**src/rtl/tpre_pkg.sv**
```systemverilog
package tpre_pkg;

  typedef enum logic [2:0] {
    CS_OFF      = 3'b000,
    CS_SYS      = 3'b001,
    CS_D8       = 3'b010,
    CS_D64      = 3'b011,
    CS_D256     = 3'b100,
    CS_D1024    = 3'b101,
    CS_EXT_FALL = 3'b110,
    CS_EXT_RISE = 3'b111
  } csel_e;

  localparam int NUM_TAPS      = 4;
  localparam int SEL_W         = 3;
  localparam int CTRL_W        = 8;
  localparam int BIT_SYNC      = 7;
  localparam int BIT_ALT_CLR   = 1;
  localparam int BIT_MAIN_CLR  = 0;

  // log2 of the divisor for tap k: 8, 64, 256, 1024
  function automatic int tap_log2(input int k);
    case (k)
      0:       return 3;
      1:       return 6;
      2:       return 8;
      default: return 10;
    endcase
  endfunction

endpackage

```
**src/rtl/tpre_ctrl.sv**
```systemverilog
module tpre_ctrl
  import tpre_pkg::*;
(
  input  logic              clk,
  input  logic              rst_n,
  input  logic              we,
  input  logic [CTRL_W-1:0] wdata,
  output logic              main_clr,
  output logic              alt_clr,
  output logic [CTRL_W-1:0] rdata
);

  logic       sync_q;
  logic [1:0] clr_q;
  logic [1:0] wr_clr;

  assign wr_clr = {wdata[BIT_ALT_CLR], wdata[BIT_MAIN_CLR]};

  always_ff @(posedge clk) begin
    if (!rst_n) begin
      sync_q <= 1'b0;
      clr_q  <= 2'b00;
    end else if (we) begin
      sync_q <= wdata[BIT_SYNC];
      // sticky accumulate in sync mode; otherwise a one-cycle request
      clr_q  <= wdata[BIT_SYNC] ? (clr_q | wr_clr) : wr_clr;
    end else if (!sync_q) begin
      clr_q  <= 2'b00;
    end
  end

  assign main_clr = clr_q[0];
  assign alt_clr  = clr_q[1];

  always_comb begin
    rdata               = '0;
    rdata[BIT_SYNC]     = sync_q;
    rdata[BIT_ALT_CLR]  = clr_q[1];
    rdata[BIT_MAIN_CLR] = clr_q[0];
  end

endmodule

```
**src/rtl/tpre_counter.sv**
```systemverilog
module tpre_counter
  import tpre_pkg::*;
#(
  parameter int PS_WIDTH = 10
) (
  input  logic                clk,
  input  logic                rst_n,
  input  logic                clr,
  output logic [NUM_TAPS-1:0] taps
);

  logic [PS_WIDTH-1:0] cnt_q;

  always_ff @(posedge clk) begin
    if (!rst_n || clr) cnt_q <= '0;
    else               cnt_q <= cnt_q + 1'b1;
  end

  // a tap fires on the last count before its low bits wrap to zero
  for (genvar k = 0; k < NUM_TAPS; k++) begin : g_tap
    localparam int L = tap_log2(k);
    assign taps[k] = &cnt_q[L-1:0];
  end

endmodule

```
**src/rtl/tpre_ext_edge.sv**
```systemverilog
module tpre_ext_edge #(
  parameter int SYNC_STAGES = 2
) (
  input  logic clk,
  input  logic rst_n,
  input  logic pin,
  output logic rise,
  output logic fall
);

  localparam int TOP = SYNC_STAGES - 1;

  logic [TOP:0] sync_q;
  logic         prev_q;

  always_ff @(posedge clk) begin
    if (!rst_n) begin
      sync_q <= '0;
      prev_q <= 1'b0;
    end else begin
      sync_q <= {sync_q[TOP-1:0], pin};
      prev_q <= sync_q[TOP];
    end
  end

  assign rise = sync_q[TOP] & ~prev_q;
  assign fall = ~sync_q[TOP] & prev_q;

endmodule

```
**src/rtl/tpre_select.sv**
```systemverilog
module tpre_select
  import tpre_pkg::*;
(
  input  logic [SEL_W-1:0]    sel,
  input  logic [NUM_TAPS-1:0] taps,
  input  logic                ext_rise,
  input  logic                ext_fall,
  input  logic                hold,
  output logic                en
);

  logic pick;

  always_comb begin
    case (csel_e'(sel))
      CS_OFF:      pick = 1'b0;
      CS_SYS:      pick = 1'b1;
      CS_D8:       pick = taps[0];
      CS_D64:      pick = taps[1];
      CS_D256:     pick = taps[2];
      CS_D1024:    pick = taps[3];
      CS_EXT_FALL: pick = ext_fall;
      CS_EXT_RISE: pick = ext_rise;
      default:     pick = 1'b0;
    endcase
    en = pick & ~hold;
  end

endmodule

```
**src/rtl/timer_prescaler_hub.sv**
```systemverilog
module timer_prescaler_hub
  import tpre_pkg::*;
#(
  parameter int NUM_TIMERS  = 3,
  parameter int PS_WIDTH    = 10,
  parameter int SYNC_STAGES = 2
) (
  input  logic                        clk,
  input  logic                        rst_n,
  input  logic                        ctrl_we,
  input  logic [7:0]                  ctrl_wdata,
  output logic [7:0]                  ctrl_rdata,
  input  logic [SEL_W*NUM_TIMERS-1:0] csel,
  input  logic [NUM_TIMERS-1:0]       ext_pin,
  output logic [NUM_TIMERS-1:0]       cnt_en,
  output logic                        alt_ps_clr
);

  logic                main_clr;
  logic                hold;
  logic [NUM_TAPS-1:0] taps;

  tpre_ctrl u_ctrl (
    .clk      (clk),
    .rst_n    (rst_n),
    .we       (ctrl_we),
    .wdata    (ctrl_wdata),
    .main_clr (main_clr),
    .alt_clr  (alt_ps_clr),
    .rdata    (ctrl_rdata)
  );

  tpre_counter #(.PS_WIDTH(PS_WIDTH)) u_cnt (
    .clk   (clk),
    .rst_n (rst_n),
    .clr   (main_clr),
    .taps  (taps)
  );

  assign hold = main_clr | ~rst_n;

  for (genvar i = 0; i < NUM_TIMERS; i++) begin : g_timer
    logic rise, fall;

    tpre_ext_edge #(.SYNC_STAGES(SYNC_STAGES)) u_edge (
      .clk   (clk),
      .rst_n (rst_n),
      .pin   (ext_pin[i]),
      .rise  (rise),
      .fall  (fall)
    );

    tpre_select u_sel (
      .sel      (csel[SEL_W*i +: SEL_W]),
      .taps     (taps),
      .ext_rise (rise),
      .ext_fall (fall),
      .hold     (hold),
      .en       (cnt_en[i])
    );
  end

endmodule

```
**config.mk**
```make
export PLATFORM = sky130hd
export DESIGN_NAME = timer_prescaler_hub
export DESIGN_NICKNAME = d
export VERILOG_FILES = /design/src/rtl/tpre_pkg.sv /design/src/rtl/tpre_ctrl.sv /design/src/rtl/tpre_counter.sv /design/src/rtl/tpre_ext_edge.sv /design/src/rtl/tpre_select.sv /design/src/rtl/timer_prescaler_hub.sv
export SDC_FILE = /design/constraint.sdc
export NUM_CORES = 1
export LEC_CHECK = 0
export BUFFER_PORTS_ARGS = -buffer_cell sky130_fd_sc_hd__buf_2
export CORE_ASPECT_RATIO = 1.75
export CORE_MARGIN = 8
export CORE_UTILIZATION = 32
export CTS_BUF_LIST = sky130_fd_sc_hd__clkbuf_4 sky130_fd_sc_hd__clkbuf_8
export DETAILED_ROUTE_END_ITERATION = 16
export PLACE_DENSITY = 0.56
export SLEW_MARGIN = 20
export SYNTH_ARGS = -nofsm -noshare
export SYNTH_HDL_FRONTEND = slang
export SYNTH_SLANG_ARGS = --single-unit
```
**constraint.sdc**
```tcl
create_clock -name clk -period 1.75 [get_ports clk]
set_input_delay 0.35 -clock clk [delete_from_list [all_inputs] [get_ports clk]]
set_output_delay 0.35 -clock clk [all_outputs]
set_load 0.01 [all_outputs]
```
Word-level counts from Yosys, hierarchy flattened
Index checks and enable logic that the tools add are counted.

Register bits: 22. Word-level logic and storage cells: 66.

Reductions and logical operators: 9. Add/subtract/negate cells: 1. Equal/unequal tests: 22. Bitwise gates (word level): 19. Muxes and demuxes: 6.

Operators by type and width (count): 3-bit equality test, second input constant (12); 1-bit case mux with 8 select lines (3); 3-bit by 2-bit equality test with 1-bit output, second input constant (6); 10-bit by 1-bit adder with 10-bit output, second input constant (1); 10-bit AND reduction (1); 1-bit AND (9); 3-bit by 1-bit equality test with 1-bit output, second input constant (3); 3-bit zero test (3); 1-bit NOT (8); 8-bit AND reduction (1); 2-bit two-way mux (3); 6-bit AND reduction (1); 3-bit AND reduction (1); 2-bit inequality test, second input constant (1); 2-bit bitwise OR (1); 1-bit zero test (1); 1-bit logical OR (1); 1-bit bitwise OR (1).

Depth between registers and ports, before layout
Depth in word-level cells: 4. Depth in mapped cells: 7.

By module
Synthesis repeated with hierarchy kept, for this count alone.

Cell total of the unflattened synthesis: 124. Area total of the unflattened synthesis: 1131.1 um^2.

Modules (own cells, without submodules): tpre_counter (cells an instance 51, instances 1, area an instance 449.2 um^2, sequential area each 200.2 um^2); tpre_ext_edge (cells an instance 8, instances 3, area an instance 91.3 um^2, sequential area each 60.1 um^2); tpre_select (cells an instance 9, instances 3, area an instance 75.1 um^2, sequential area each 0.0 um^2); tpre_ctrl (cells an instance 21, instances 1, area an instance 176.4 um^2, sequential area each 60.1 um^2); timer_prescaler_hub (cells an instance 1, instances 1, area an instance 6.3 um^2, sequential area each 0.0 um^2).

Worst setup path before layout
OpenSTA, ideal clock, no wires.

Kind: reg-to-output. Start: register u_cnt.cnt_q[0]. End: output port cnt_en[2]. Cell stages (with the launch flop): 8. Arrival time: 1376 ps. Setup slack: 24 ps. Path through: dfxtp_1 > ha_1 > ha_1 > nand4bb_1 > o21ai_0 > a21oi_1 > o311ai_1 > buf_4.

Longest elaborated chain between the ends: 3. Elaborated cells between the ends (all ways): 6. Classes of those cells: 1 x mux; 1 x bitwise; 4 x reduce/logical.

RTL lines: start: declaration (RTL line tpre_counter.sv:12) `logic [PS_WIDTH-1:0] cnt_q;`; start signal: assignment (RTL line tpre_counter.sv:16) `else cnt_q <= cnt_q + 1'b1;`; 10-bit AND reduction, or another cell as far along (RTL line tpre_counter.sv:22) `assign taps[k] = &cnt_q[L-1:0];`; 1-bit case mux with 8 select lines (*) (RTL line tpre_select.sv:15) `case (csel_e'(sel))`; 1-bit AND (*) (RTL line tpre_select.sv:26) `en = pick & ~hold;`; end: declaration (RTL line timer_prescaler_hub.sv:15) `output logic [NUM_TIMERS-1:0] cnt_en,`.

Every way passes the cells marked *; elsewhere a longest branch is shown, timed or not.

Worst setup path in the final report
Start: register g_timer[2].u_edge.sync_q[1]. End: output port cnt_en[2].

Longest elaborated chain between the ends: 4. Elaborated cells between the ends (all ways): 5. Classes of those cells: 1 x mux; 4 x bitwise.

RTL lines: start: declaration (RTL line tpre_ext_edge.sv:13) `logic [TOP:0] sync_q;`; start signal: assignment (RTL line tpre_ext_edge.sv:21) `sync_q <= {sync_q[TOP-1:0], pin};`; 1-bit NOT (RTL line tpre_ext_edge.sv:27) `assign fall = ~sync_q[TOP] & prev_q;`; 1-bit AND (RTL line tpre_ext_edge.sv:27); 1-bit case mux with 8 select lines (*) (RTL line tpre_select.sv:15); 1-bit AND (*) (RTL line tpre_select.sv:26).

Marked as above.

==> results.toml <==
[worst_setup_path]
crit_path_top_delay_cell = "sky130_fd_sc_hd__or3b_2"
start_kind = "register"
reg2reg_depth = 4
r2r_slack_ns = 0.53
required_worst_endpoint_ns = 1.40
worstReg2RegEnd = "u_cnt.cnt_q[8]$_SDFF_PN0_"
startpoint = "g_timer[2].u_edge.sync_q[1]$_SDFF_PN0_"
crit-reg2reg-launch = "u_cnt.cnt_q[1]$_SDFF_PN0_"
arr_time_crit_path_ns = 1.61
worstPathBufferInverterCount = 1
path_delay_family = "simple AND/OR/NAND/NOR gates"
timing.critical_path.fanout_max = 3
criticalPathCategory = "register to output port"
worstPathCellList = "or3b_2, a21boi_0, o211ai_1, o311ai_1, buf_2"
critPathCaptureType = "output port"
timing.critical_path.slowest_cell_delay_ns = 0.45

[global_route]
number_of_antenna_violations_at_the_first_check_in_global_routing = 0
gr-total-overflow = 0
grt_pass1_wl_um = 4181
grt_start_max_net_pins = 13
groute.usage.overall_pct = 9.521
first_global_vias = 966

[sta]
setup_ws_ns = -0.2115
timing.final.crit_period_ns = 1.962
slew_viol_final = 0
hold-worst-slack_ns = 0.2990
hold_viol = 0
finClkSkew_ns = 0.002194
post-route-period-util_pct = 112.1
setup_viol = 3
rsz0062_at_grt = "true"
maxClockFrequency_mhz = 509.8

[clocking]
cts.repair_timing.setup_buffer_count = 0
cts_max_path_buffers = 2
ctsHoldBuffers = 0
htreeDepth = 1
tritoncts_clock_tree = "yes"
insertion_delay_of_the_later_clocked_pin_in_the_worst_skew_pair_ns = 0.25
clkSlewWorstSetupHoldPaths_ns = 0.07
clock_root_buffer_master = "sky130_fd_sc_hd__clkbuf_8"
cts_buffers = 3
clock_sink_count = 22

[outcome]
violations = "setup timing"
run_status = "finished, violations left"

[min_path]
worst_hold_path.num_cells = 2
hold_path.class = "input pin to register"
hold_path_startpoint = "ext_pin[1]"
timing.hold.worst_endpoint = "g_timer[1].u_edge.sync_q[0]$_SDFF_PN0_"

[routing]
routedLengthMet1_um = 972
drt-pass1-iter-count = 3
detail_route.vias_per_cell = 4.747
routed_wl_um = 2580
route.top_layer_used = "met4"
drt_iter0_markers = 7
routed_wl_met3_um = 56
vias = 921
detail_route.drc_violations = 0
wl_met2_um = 1526
ant_nets = 0
routed_wirelength_normalized_by_instance_count_um = 13.30

[power]
fin_total_pwr_mw = 0.9504
switching_share_pct = 22.90
power.switching_mw = 0.2176
internal_power_mw = 0.7327
power-per-cell-area_nw_per_um2 = 680.0
max-vdd-ir-drop_uv = 452.6
p_clk_share_pct = 31.2
seq_power_share_pct = 55.9
power_frac_comb_pct = 12.8
power_leakage_nw = 0.5977

[cells_and_area]
nets = 176
antenna_cells_inserted = 0
syn2layout_area_growth_pct = 28.54
finalNonFillerCells = 194
drive_above_1_share_pct = 38.93
fin_util_pct = 41.99
layout.cell_area.non_filler_um2 = 1398

[yosys]
synth_seq_cells = 22
synth.yosys.seq_area_share_pct = 40.51
synth_top_cell_by_area = "sky130_fd_sc_hd__dfxtp_1"
synth_most_common_cell = "sky130_fd_sc_hd__dfxtp_1"
synthesis.yosys.warnings = 0
synth.top_cells.by_count = "22 x sky130_fd_sc_hd__dfxtp_1, 11 x sky130_fd_sc_hd__and2_1, 11 x sky130_fd_sc_hd__buf_4, 8 x sky130_fd_sc_hd__nor2_1, 6 x sky130_fd_sc_hd__nand3_1"
synth.cell_area_um2 = 1087
syn_inst = 117
ys.flop_type = "sky130_fd_sc_hd__dfxtp_1"
yosys.cell_types.count = 36
syn_avg_cell_area_um2 = 9.293
synth_top_area_share_pct = 40.51
synth.top_cells.by_area = "sky130_fd_sc_hd__dfxtp_1 41%, sky130_fd_sc_hd__buf_4 7.6%, sky130_fd_sc_hd__and2_1 6.3%"
synthArstFlopShare_pct = 0
synth-edff-count = 0

[placement]
placed_area_um2 = 1285
globalplace.congestion = 0.7323
place.detailed.hpwl_um = 1985
portBuffers = 24
placed_cells_incl_taps = 190

[floorplanning]
core_area_um2 = 3328
ios = 35
design.die.area_um2 = 5593
die_w_um = 60.07
initial_cell_density_of_the_core_pct = 32.67
chipHeight_um = 93.11
fp-row-count = 28

[flow_run]
max-cap-violations = 0
layout make-up:
cell class                 count  area (µm²)
fill                         341        1931
multi-input combinational     84       613.1
timing repair buffer          37       221.5
sequential                    22       451.7
inverter                       3       13.76
clock buffer                   3       41.29
tap                           45       56.30
cells in the final DEF, fill, tap and decap left out, drive strengths merged, types with 2 or more instances in the layout:
cell,instances
buf,37
dfxtp,22
and2,11
nor2,9
nand3,6
conb,5
nand2,5
a21oi,4
nor4,4
o21ai,4
o311ai,4
nand3b,3
xnor2,3
clkbuf,3
inv,3
o211ai,2
nor4bb,2
nor2b,2
or3,2
xor2,2
nor3,2
a32o,2
ha,2
nand4,2
timing repair:
| item | in CTS | in global routing |
|---|---|---|
| gates resized for setup | 12 | 9 |
| gates cloned | 0 | 1 |
| endpoints found under the setup margin | 3 | 3 |
| hold endpoints to repair | 0 | 0 |
| pin swaps | 4 | 5 |
routing by layer:
layer,vias to the layer above,global-route usage [%]
met5,-,0
met4,0,4.609
met3,2,2.338
met2,15,17.47
met1,434,9.383
li1,470,-
cells by family (layout without fill, tap and decap cells):
family / count (synthesis) / count (layout) / synth area share [%]
muxes: 1 / 1 / 0.9206
AOI/OAI and AO/OA: 18 / 18 / 11.51
xor gates and xnor gates: 5 / 5 / 4.028
adders and majority gates: 2 / 2 / 2.301
and+or+nand+nor: 52 / 53 / 30.96
other: 1 / 5 / 0.3449
DFF: 22 / 22 / 40.51
buffers and inverters: 16 / 43 / 9.435
how the worst max path moves through the flow:
stage | endpoint | slack, ns | cells after the start
after floorplan | cnt_en[2] | 0.02 | 7
after detailed placement | cnt_en[1] | -0.09 | 6
after CTS | cnt_en[2] | -0.28 | 7
final | cnt_en[2] | -0.21 | 5
after global placement | cnt_en[2] | -0.08 | 7
after global routing | cnt_en[2] | -0.34 | 7
power groups by stage:
| stage | Clock (mW) | Combinational [mW] | Sequential, mW |
|---|---|---|---|
| 4_1_cts | 0.313 | 0.119 | 0.532 |
| 3_5_place_dp | 0 | 0.114 | 0.539 |
| 3_3_place_gp | 0 | 0.110 | 0.539 |
| 5_1_grt | 0.339 | 0.134 | 0.534 |
| 6_report | 0.297 | 0.122 | 0.532 |
| 2_1_floorplan | 0 | 0.0656 | 0.539 |
flip-flops by register name (all words and copies together), names as in the netlist:
signal,cells
u_cnt.cnt_q,10
u_ctrl.sync_q,1
u_ctrl.clr_q,2
g_timer.u_edge.sync_q,6
g_timer.u_edge.prev_q,3
metrics by stage:
step / setup TNS (ns) / worst slack, ns
final: -0.5413 / -0.2115
after global routing: -0.8808 / -0.3414
after CTS: -0.7843 / -0.2774
after detailed placement: -0.1616 / -0.08800
after global placement: -0.1162 / -0.07695
after floorplan: 0 / 0.02397
(Power assumes the default switching activity.)
